==> src/rtl/trap_return_unit.sv <==
module trap_return_unit #(
  parameter int XLEN   = 64,
  parameter int RULE_W = 5
) (
  input  logic              clk,
  input  logic              rst_n,
  input  logic              req_i,
  input  logic              is_mret_i,
  input  logic [1:0]        priv_i,
  input  logic              virt_i,
  input  logic [63:0]       mstatus_i,
  input  logic [XLEN-1:0]   hstatus_i,
  input  logic [XLEN-1:0]   sepc_i,
  input  logic [XLEN-1:0]   mepc_i,
  input  logic              has_c_i,
  input  logic              has_h_i,
  input  logic              pmp_en_i,
  input  logic [RULE_W-1:0] pmp_rules_i,
  input  logic              ver_new_i,
  output logic              done_o,
  output logic              exc_o,
  output logic [4:0]        cause_o,
  output logic [63:0]       mstatus_o,
  output logic [XLEN-1:0]   hstatus_o,
  output logic [1:0]        priv_o,
  output logic              virt_o,
  output logic [XLEN-1:0]   pc_o
);
  localparam int SIE = 1, MIE = 3, SPIE = 5, MPIE = 7, SPP = 8;
  localparam int MPP_LO = 11, MPRV = 17, TSR = 22, MPV = 39;
  localparam int H_SPV = 7, H_VTSR = 22;
  localparam logic [4:0] C_MISAL = 5'd0, C_ACC = 5'd1, C_ILL = 5'd2, C_VIRT = 5'd22;

  logic [XLEN-1:0] tgt;
  logic [1:0]      mpp;
  logic            in_m, misal, flt;
  logic [4:0]      cause;
  logic [63:0]     ms_n;
  logic [XLEN-1:0] hs_n;
  logic [1:0]      priv_n;
  logic            virt_n;

  assign tgt   = is_mret_i ? mepc_i : sepc_i;
  assign mpp   = mstatus_i[MPP_LO+1:MPP_LO];
  assign in_m  = (priv_i == 2'd3);
  assign misal = !has_c_i && (tgt[1:0] != 2'b00);

  always_comb begin
    flt   = 1'b1;
    cause = C_ILL;
    if (!is_mret_i) begin
      if (priv_i == 2'd0)                                cause = C_ILL;
      else if (mstatus_i[TSR] && !in_m)                  cause = C_ILL;
      else if (has_h_i && virt_i && hstatus_i[H_VTSR])   cause = C_VIRT;
      else if (misal)                                    cause = C_MISAL;
      else                                               flt = 1'b0;
    end else begin
      if (!in_m)                                         cause = C_ILL;
      else if (misal)                                    cause = C_MISAL;
      else if (pmp_en_i && pmp_rules_i == '0 && mpp != 2'd3) cause = C_ACC;
      else                                               flt = 1'b0;
    end
  end

  always_comb begin
    ms_n   = mstatus_i;
    hs_n   = hstatus_i;
    priv_n = priv_i;
    virt_n = virt_i;
    if (!is_mret_i) begin
      ms_n[SIE]  = mstatus_i[SPIE];
      ms_n[SPIE] = 1'b1;
      ms_n[SPP]  = 1'b0;
      if (ver_new_i) ms_n[MPRV] = 1'b0;
      priv_n = {1'b0, mstatus_i[SPP]};
      if (has_h_i && !virt_i) begin
        virt_n      = hstatus_i[H_SPV];
        hs_n[H_SPV] = 1'b0;
      end
    end else begin
      ms_n[MIE]               = mstatus_i[MPIE];
      ms_n[MPIE]              = 1'b1;
      ms_n[MPP_LO+1:MPP_LO]   = 2'd0;
      ms_n[MPV]               = 1'b0;
      if (ver_new_i && mpp != 2'd3) ms_n[MPRV] = 1'b0;
      priv_n = mpp;
      if (has_h_i) virt_n = mstatus_i[MPV];
    end
  end

  always_ff @(posedge clk) begin
    if (!rst_n) begin
      done_o    <= 1'b0;
      exc_o     <= 1'b0;
      cause_o   <= '0;
      mstatus_o <= '0;
      hstatus_o <= '0;
      priv_o    <= '0;
      virt_o    <= 1'b0;
      pc_o      <= '0;
    end else begin
      done_o <= req_i && !flt;
      exc_o  <= req_i && flt;
      if (req_i) begin
        cause_o   <= flt ? cause : 5'd0;
        mstatus_o <= flt ? mstatus_i : ms_n;
        hstatus_o <= flt ? hstatus_i : hs_n;
        priv_o    <= flt ? priv_i : priv_n;
        virt_o    <= flt ? virt_i : virt_n;
        pc_o      <= tgt;
      end
    end
  end
endmodule

==> config.mk <==
export PLATFORM = sky130hd
export DESIGN_NAME = trap_return_unit
export DESIGN_NICKNAME = d
export VERILOG_FILES = /design/src/rtl/trap_return_unit.sv
export SDC_FILE = /design/constraint.sdc
export NUM_CORES = 1
export LEC_CHECK = 0
export BUFFER_PORTS_ARGS = -buffer_cell sky130_fd_sc_hd__buf_2
export CAP_MARGIN = 25
export CORE_AREA = 2 2 184 186
export CTS_BUF_LIST = sky130_fd_sc_hd__clkbuf_4 sky130_fd_sc_hd__clkbuf_8
export CTS_CLUSTER_SIZE = 25
export DETAILED_ROUTE_END_ITERATION = 8
export DIE_AREA = 0 0 186 188
export PLACE_DENSITY = 0.49
export SLEW_MARGIN = 20
export SYNTH_ARGS = -nofsm -noshare
export SYNTH_HDL_FRONTEND = slang
export SYNTH_SLANG_ARGS = --single-unit
==> constraint.sdc <==
create_clock -name clk -period 1.7 [get_ports clk]
set_input_delay 0.34 -clock clk [delete_from_list [all_inputs] [get_ports clk]]
set_output_delay 0.34 -clock clk [all_outputs]
set_load 0.1 [all_outputs]
==> results.py, run 1 <==
metrics = {
    "global_routing": {
        "antenna_found_initial": 4,
        "overflow": 0,
        "grt_pass1_vias": 7246,
        "grt_usage_pct": 15.2,
        "grt_start_max_net_pins": 70,
        "grt_pass1_wl_um": 40300,
    },
    "cts": {
        "root_buffer": "clkbuf_8",
        "ctsResizeCount": 24,
        "h-tree-depth": 4,
        "tritoncts": "yes",
        "worstSkewPairLatency_ns": 0.48,
        "cts_inserted_buffers": 17,
        "hold_buffers": 0,
        "clk_pin_slew_ns": 0.11,
        "cts.sinks": 200,
        "cts_max_path_buffers": 2,
        "post_cts_buffers": 0,
    },
    "logic_synthesis": {
        "synth_seq_area_share_pct": 48.2,
        "ys_async_sr_fraction_pct": 0,
        "synthFlopType": "dfxtp_1",
        "synthesis.area_um2": 8310,
        "synth-edff-count": 0,
        "synth_top_area_share_pct": 48.2,
        "syn_inst": 776,
        "synth_area_leader_cell": "dfxtp_1",
        "yosysWarnings": 0,
        "ys_ff_latch": 200,
        "synthTopCellsByArea": "dfxtp_1 48%, mux2i_1 22%, nor2b_1 9.7%",
        "avgSynthCellArea_um2": 10.7,
        "yosysMostFrequentCell": "dfxtp_1",
        "synth_cell_type_count": 47,
        "yosys-top-cells-count": "200 x dfxtp_1, 184 x mux2i_1, 129 x nor2b_1",
        "syn_nets": 1048,
    },
    "pwr": {
        "irDropWorstVdd_mv": 0.648,
        "power.leakage_nw": 6.41,
        "power_density_nw_per_um2": 1040,
        "p_total_w": 0.0124,
    },
    "flow_run": {
        "maxCapViolCount": 0,
    },
    "sta": {
        "post-route-period-util_pct": 95.3,
        "rsz0062_at_grt": "false",
        "drv_slew": 0,
        "holdWs_ns": 0.100,
        "hold_violations": 0,
        "finClkSkew_ns": 0,
        "period_needed_ns": 1.62,
        "setup_viol": 0,
        "worst_pin_slew_ns": 0.539,
        "setup_ws_ns": 0.0801,
        "fmax_mhz": 617,
        "slew_headroom_pct": 63.8,
        "timing.setup.tns_ns": 0,
    },
    "worst_setup_path": {
        "r2r_start": "mstatus_o[17]$_SDFFE_PN0P_",
        "cp_max_fo": 2,
        "crit_path_end_kind": "output port",
        "crit_required_ns": 1.36,
        "start_kind": "flip-flop",
        "critical_path.slowest_cell": "buf_2",
        "crit_family": "buffers and inverters",
        "worstPathArrival_ns": 1.28,
        "slowest_delay_ns": 0.44,
        "crit_path_start": "mstatus_o[3]$_SDFFE_PN0P_",
        "path_cells": "buf_2",
        "path_class": "reg2out",
        "path_buf_inv": 1,
    },
    "placed_design": {
        "dpl_worst_slack_ns": -0.105,
        "dp_hpwl_um": 21200,
        "place_area_um2": 11300,
        "gp_congestion": 0.777,
        "port_buffers": 472,
    },
    "floorplanning": {
        "die_h_um": 188,
        "die_x_um": 186,
        "core-area_um2": 33100,
        "ios": 474,
        "dieArea_um2": 35000,
        "start_util_pct": 25.1,
        "row_count": 67,
    },
    "detailed_routing": {
        "drt-total-wl_um": 27100,
        "wl_per_cell_um": 15.9,
        "dr.pass1.iters": 4,
        "dr_total_vias": 7148,
        "drt-initial-drc-count": 188,
        "ant_nets": 0,
        "viasPerCell": 4.20,
        "drc": 0,
    },
    "cells_and_area": {
        "layout-drive-gt1-share_pct": 44.1,
        "regArea_um2": 4010,
        "multi_input_area_um2": 4000,
        "area_growth_syn_to_layout_pct": 43.2,
        "final_nets": 1509,
        "nFillCells": 3426,
        "final_area_um2": 11900,
    },
    "worst_hold_path": {
        "min-delay-start": "hstatus_i[51]",
        "hp-class": "in2reg",
    },
    "status": {
        "status": "complete, no violations",
    },
}
==> layout by cell type (no fill, tap or decap), types with 2 or more instances in the layout <==
cell | Yosys | layout
clkbuf_4 | 0 | 26
o21ai_0 | 6 | 6
a21oi_1 | 5 | 5
a21boi_0 | 3 | 3
and2_1 | 2 | 2
dfxtp_1 | 200 | 199
diode_2 | 0 | 2
nand2_1 | 69 | 69
buf_4 | 3 | 50
nand3b_1 | 4 | 4
nor2_1 | 4 | 4
nor2b_1 | 129 | 129
bufinv_16 | 0 | 3
mux2i_1 | 184 | 184
nand4_1 | 2 | 2
nand3_1 | 2 | 2
nand2b_1 | 3 | 3
buf_2 | 28 | 419
o211a_1 | 64 | 64
clkinv_2 | 0 | 3
clkbuf_8 | 0 | 19
inv_6 | 0 | 3
o21a_1 | 4 | 4
buf_12 | 0 | 10
inv_1 | 3 | 3
clkinv_4 | 0 | 2
a211oi_1 | 2 | 2
==> kinds of logic after synthesis <==
group / Yosys count / share of synthesized area [%]
compound gates: 101 / 11.1
flops: 200 / 48.2
mux: 184 / 22.2
simple gates: 222 / 14.8
buf+inv: 68 / 3.72
other cells: 1 / 0.0451
==> routing by layer <==
metal	global-route usage, %	routed length, um	up-vias
met3	4.43	1960	35
met4	6.06	592	2
li1	-	-	3603
met5	0	16	-
met2	27.5	13600	263
met1	16.5	10900	3245
==> sequential cells by signal, indices dropped and copies added (netlist names) <==
signal,count
cause_o,3
done_o,1
exc_o,1
hstatus_o,64
mstatus_o,64
pc_o,64
priv_o,2
virt_o,1
==> stage by stage <==
stage / utilization (%) / instances
after global routing: 35.9 / 1699
after detailed placement: 34.3 / 1666
final: 35.9 / 1700
after CTS: 35.7 / 1698
after global placement: 34.3 / 1666
after floorplan: - / 776
==> worst paths after layout <==
check | to | slack, ns | depth (start not counted)
max reg2reg | mstatus_o[17]$_SDFFE_PN0P_ | 0.75 | 3
max | mstatus_o[3] | 0.08 | 1
min reg2reg | pc_o[58]$_SDFFE_PN0P_ | 0.48 | 1
min | hstatus_o[51]$_SDFFE_PN0P_ | 0.10 | 3
==> power by group <==
| part | switching [W] | internal [W] |
|---|---|---|
| sequential | 0.000151 | 0.00499 |
| clock | 0.00177 | 0.00155 |
| combinational | 0.00295 | 0.000953 |
| total | 0.00487 | 0.00749 |
==> tightest hold or removal path, stage by stage <==
cell and delay [ns]:
buf_2 0.08, mux2i_1 0.05, nor2b_1 0.09
==> final cells by class <==
| cell class | instances | share of cell area [%] |
|---|---|---|
| Antenna cell | 2 | 0.0420 |
| Clock buffer | 19 | 2.20 |
| Clock inverter | 13 | 1.41 |
| Inverter | 3 | 0.0946 |
| Multi-Input combinational cell | 508 | 33.6 |
| Sequential cell | 200 | 33.6 |
| Tap cell | 448 | 4.71 |
| Timing Repair Buffer | 507 | 24.3 |
(Power assumes the default switching activity.)
==> inputs of run 2 (changes only) <==
--- a/config.mk
+++ b/config.mk
@@ -13,6 +13,7 @@
 export DETAILED_ROUTE_END_ITERATION = 8
 export DIE_AREA = 0 0 186 188
 export PLACE_DENSITY = 0.49
+export SETUP_SLACK_MARGIN = 0.2
 export SLEW_MARGIN = 20
 export SYNTH_ARGS = -nofsm -noshare
 export SYNTH_HDL_FRONTEND = slang
==> run 2 against run 1 <==
Against the previous run: sequential cell count unchanged; worst setup slack improved by 0.17 ns; worst hold slack is essentially flat; die area unchanged; clock power about the same; cell count about the same; clock-buffer cell count unchanged; critical path depth unchanged; combinational power increased by 16%; global-route usage rose by 0.52 points.
==> results.py, run 2 (same netlist as run 1, synthesis figures left out) <==
metrics = {
    "status": {
        "status": "complete, no violations",
    },
    "floorplanning": {
        "die_h_um": 188,
        "ios": 474,
        "dieArea_um2": 35000,
        "row_count": 67,
        "core-area_um2": 33100,
        "die_x_um": 186,
        "start_util_pct": 25.1,
    },
    "cts": {
        "tritoncts": "yes",
        "cts_inserted_buffers": 17,
        "root_buffer": "clkbuf_8",
        "h-tree-depth": 4,
        "hold_buffers": 0,
        "clk_pin_slew_ns": 0.11,
        "worstSkewPairLatency_ns": 0.48,
        "cts_max_path_buffers": 2,
        "post_cts_buffers": 0,
        "cts.sinks": 200,
    },
    "sta": {
        "worst_pin_slew_ns": 0.530,
        "post-route-period-util_pct": 85.4,
        "slew_headroom_pct": 64.4,
        "fmax_mhz": 689,
        "setup_viol": 0,
        "finClkSkew_ns": 0,
        "hold_violations": 0,
        "rsz0062_at_grt": "true",
        "drv_slew": 0,
        "period_needed_ns": 1.45,
        "timing.setup.tns_ns": 0,
    },
    "detailed_routing": {
        "viasPerCell": 4.30,
        "drt-total-wl_um": 28200,
        "wl_per_cell_um": 16.6,
        "drt-initial-drc-count": 177,
        "dr_total_vias": 7300,
        "ant_nets": 0,
        "drc": 0,
        "dr.pass1.iters": 6,
    },
    "pwr": {
        "p_seq_share_pct": 40.2,
        "combPwrFrac_pct": 34.5,
        "clock_power_share_pct": 25.3,
        "power.leakage_nw": 6.93,
        "p_switching_w": 0.00502,
        "p_int_w": 0.00814,
        "swShare_pct": 38.2,
        "irDropWorstVdd_mv": 0.669,
        "power_density_nw_per_um2": 935,
        "p_total_w": 0.0132,
    },
    "worst_hold_path": {
        "hp-class": "in2reg",
    },
    "cells_and_area": {
        "final_common_cell": "buf_2",
        "top_regs": "hstatus_o: 64 flops, mstatus_o: 64 flops, pc_o: 64 flops",
        "final_nets": 1509,
        "nFillCells": 3150,
        "layout_common_cells": "268 x buf_2, 184 x mux2i_1, 144 x dfxtp_1, 129 x nor2b_1, 104 x buf_12",
        "layout-drive-gt1-share_pct": 48.5,
        "area_growth_syn_to_layout_pct": 69.4,
    },
    "global_routing": {
        "antenna_found_initial": 3,
        "grt_pass1_vias": 7511,
        "grt_pass1_wl_um": 41800,
        "grt_start_max_net_pins": 70,
        "grt_usage_pct": 15.7,
        "overflow": 0,
    },
    "placed_design": {
        "gp_congestion": 0.777,
        "port_buffers": 472,
        "dp_hpwl_um": 21200,
    },
    "worst_setup_path": {
        "crit_family": "flip-flops",
        "crit_path_end_kind": "output port",
        "slowest_delay_ns": 0.43,
        "cp_max_fo": 3,
        "crit_required_ns": 1.36,
        "critical_path.slowest_cell": "dfxtp_4",
        "path_buf_inv": 1,
        "worstPathArrival_ns": 1.11,
        "path_class": "reg2out",
        "start_kind": "flip-flop",
        "path_cells": "buf_12",
    },
    "flow_run": {
        "maxCapViolCount": 0,
    },
}
-- run 2: cell types whose count changed in the layout (fill, tap and decap cells not counted) --
cell      previous run  this run
buf_2              419       268
buf_12              10       104
buf_6                1        66
dfxtp_1            199       144
dfxtp_2              1        54
buf_8                1        42
clkbuf_4            26         0
buf_4               50        27
dfxtp_4              0         2
diode_2              2         1
-- run 2: path summary, 6_finish.rpt --
kind / slack (ns) / from / end / depth (start not counted)
setup reg to reg: 0.85 / mstatus_o[17]$_SDFFE_PN0P_ / mstatus_o[17]$_SDFFE_PN0P_ / 3
hold / removal: 0.10 / mstatus_i[49] / mstatus_o[49]$_SDFFE_PN0P_ / 3
hold reg to reg: 0.50 / cause_o[0]$_SDFFE_PN0P_ / cause_o[0]$_SDFFE_PN0P_ / 2
setup / recovery: 0.25 / cause_o[2]$_SDFFE_PN0P_ / cause_o[2] / 1
-- run 2: cell type report --
type | count | area (um2) | area share [%]
flip-flops and latches | 200 | 4080 | 29.0
clock inverters | 13 | 168 | 1.19
repair buffers | 507 | 5000 | 35.5
well taps | 448 | 561 | 3.98
clock buffers | 19 | 262 | 1.86
diodes | 1 | 2.50 | 0.0178
multi-input cells | 508 | 4000 | 28.4
inverters | 3 | 11.3 | 0.0800
-- run 2: metrics by stage --
step	instances	instance area (um2)	util, %	worst slack (ns)	hold WS [ns]
2_1_floorplan	776	8310	-	0.211	0.467
3_5_place_dp	1666	11300	34.3	-0.105	0.461
5_1_grt	1698	14100	42.5	0.179	0.0544
6_report	1699	14100	42.5	0.249	0.101
3_3_place_gp	1666	11300	34.3	-0.109	0.456
4_1_cts	1698	13400	40.5	0.146	0.0383
-- run 2: power groups by stage --
stage | sequential, W | combinational, W | clock, W
final | 0.00529 | 0.00454 | 0.00333
after detailed placement | 0.00524 | 0.00390 | 0
after floorplan | 0.00741 | 0.000797 | 0
after CTS | 0.00524 | 0.00437 | 0.00353
after global routing | 0.00533 | 0.00472 | 0.00369
after global placement | 0.00524 | 0.00389 | 0
-- run 2: metal layers --
| metal | up-vias | global-route usage (%) | part of all wire, % |
|---|---|---|---|
| met4 | 2 | 6.12 | 2.3 |
| met2 | 268 | 28.6 | 51 |
| met1 | 3379 | 16.7 | 39 |
| met5 | - | 0 | 0.046 |
| li1 | 3615 | - | - |
| met3 | 36 | 4.95 | 7.7 |
-- run 2: tightest hold or removal path, delay by kind of cell --
family / cells / cell delay, ns
multiplexers: 1 / 0.05
buffers and inverters: 1 / 0.07
AND/OR/NAND/NOR: 1 / 0.09
-- run 2: timing repair --
| item | CTS | global route |
|---|---|---|
| setup endpoints to repair | 201 | 109 |
| endpoints found under the hold margin | 0 | 0 |
| gates resized for setup | 505 | 182 |
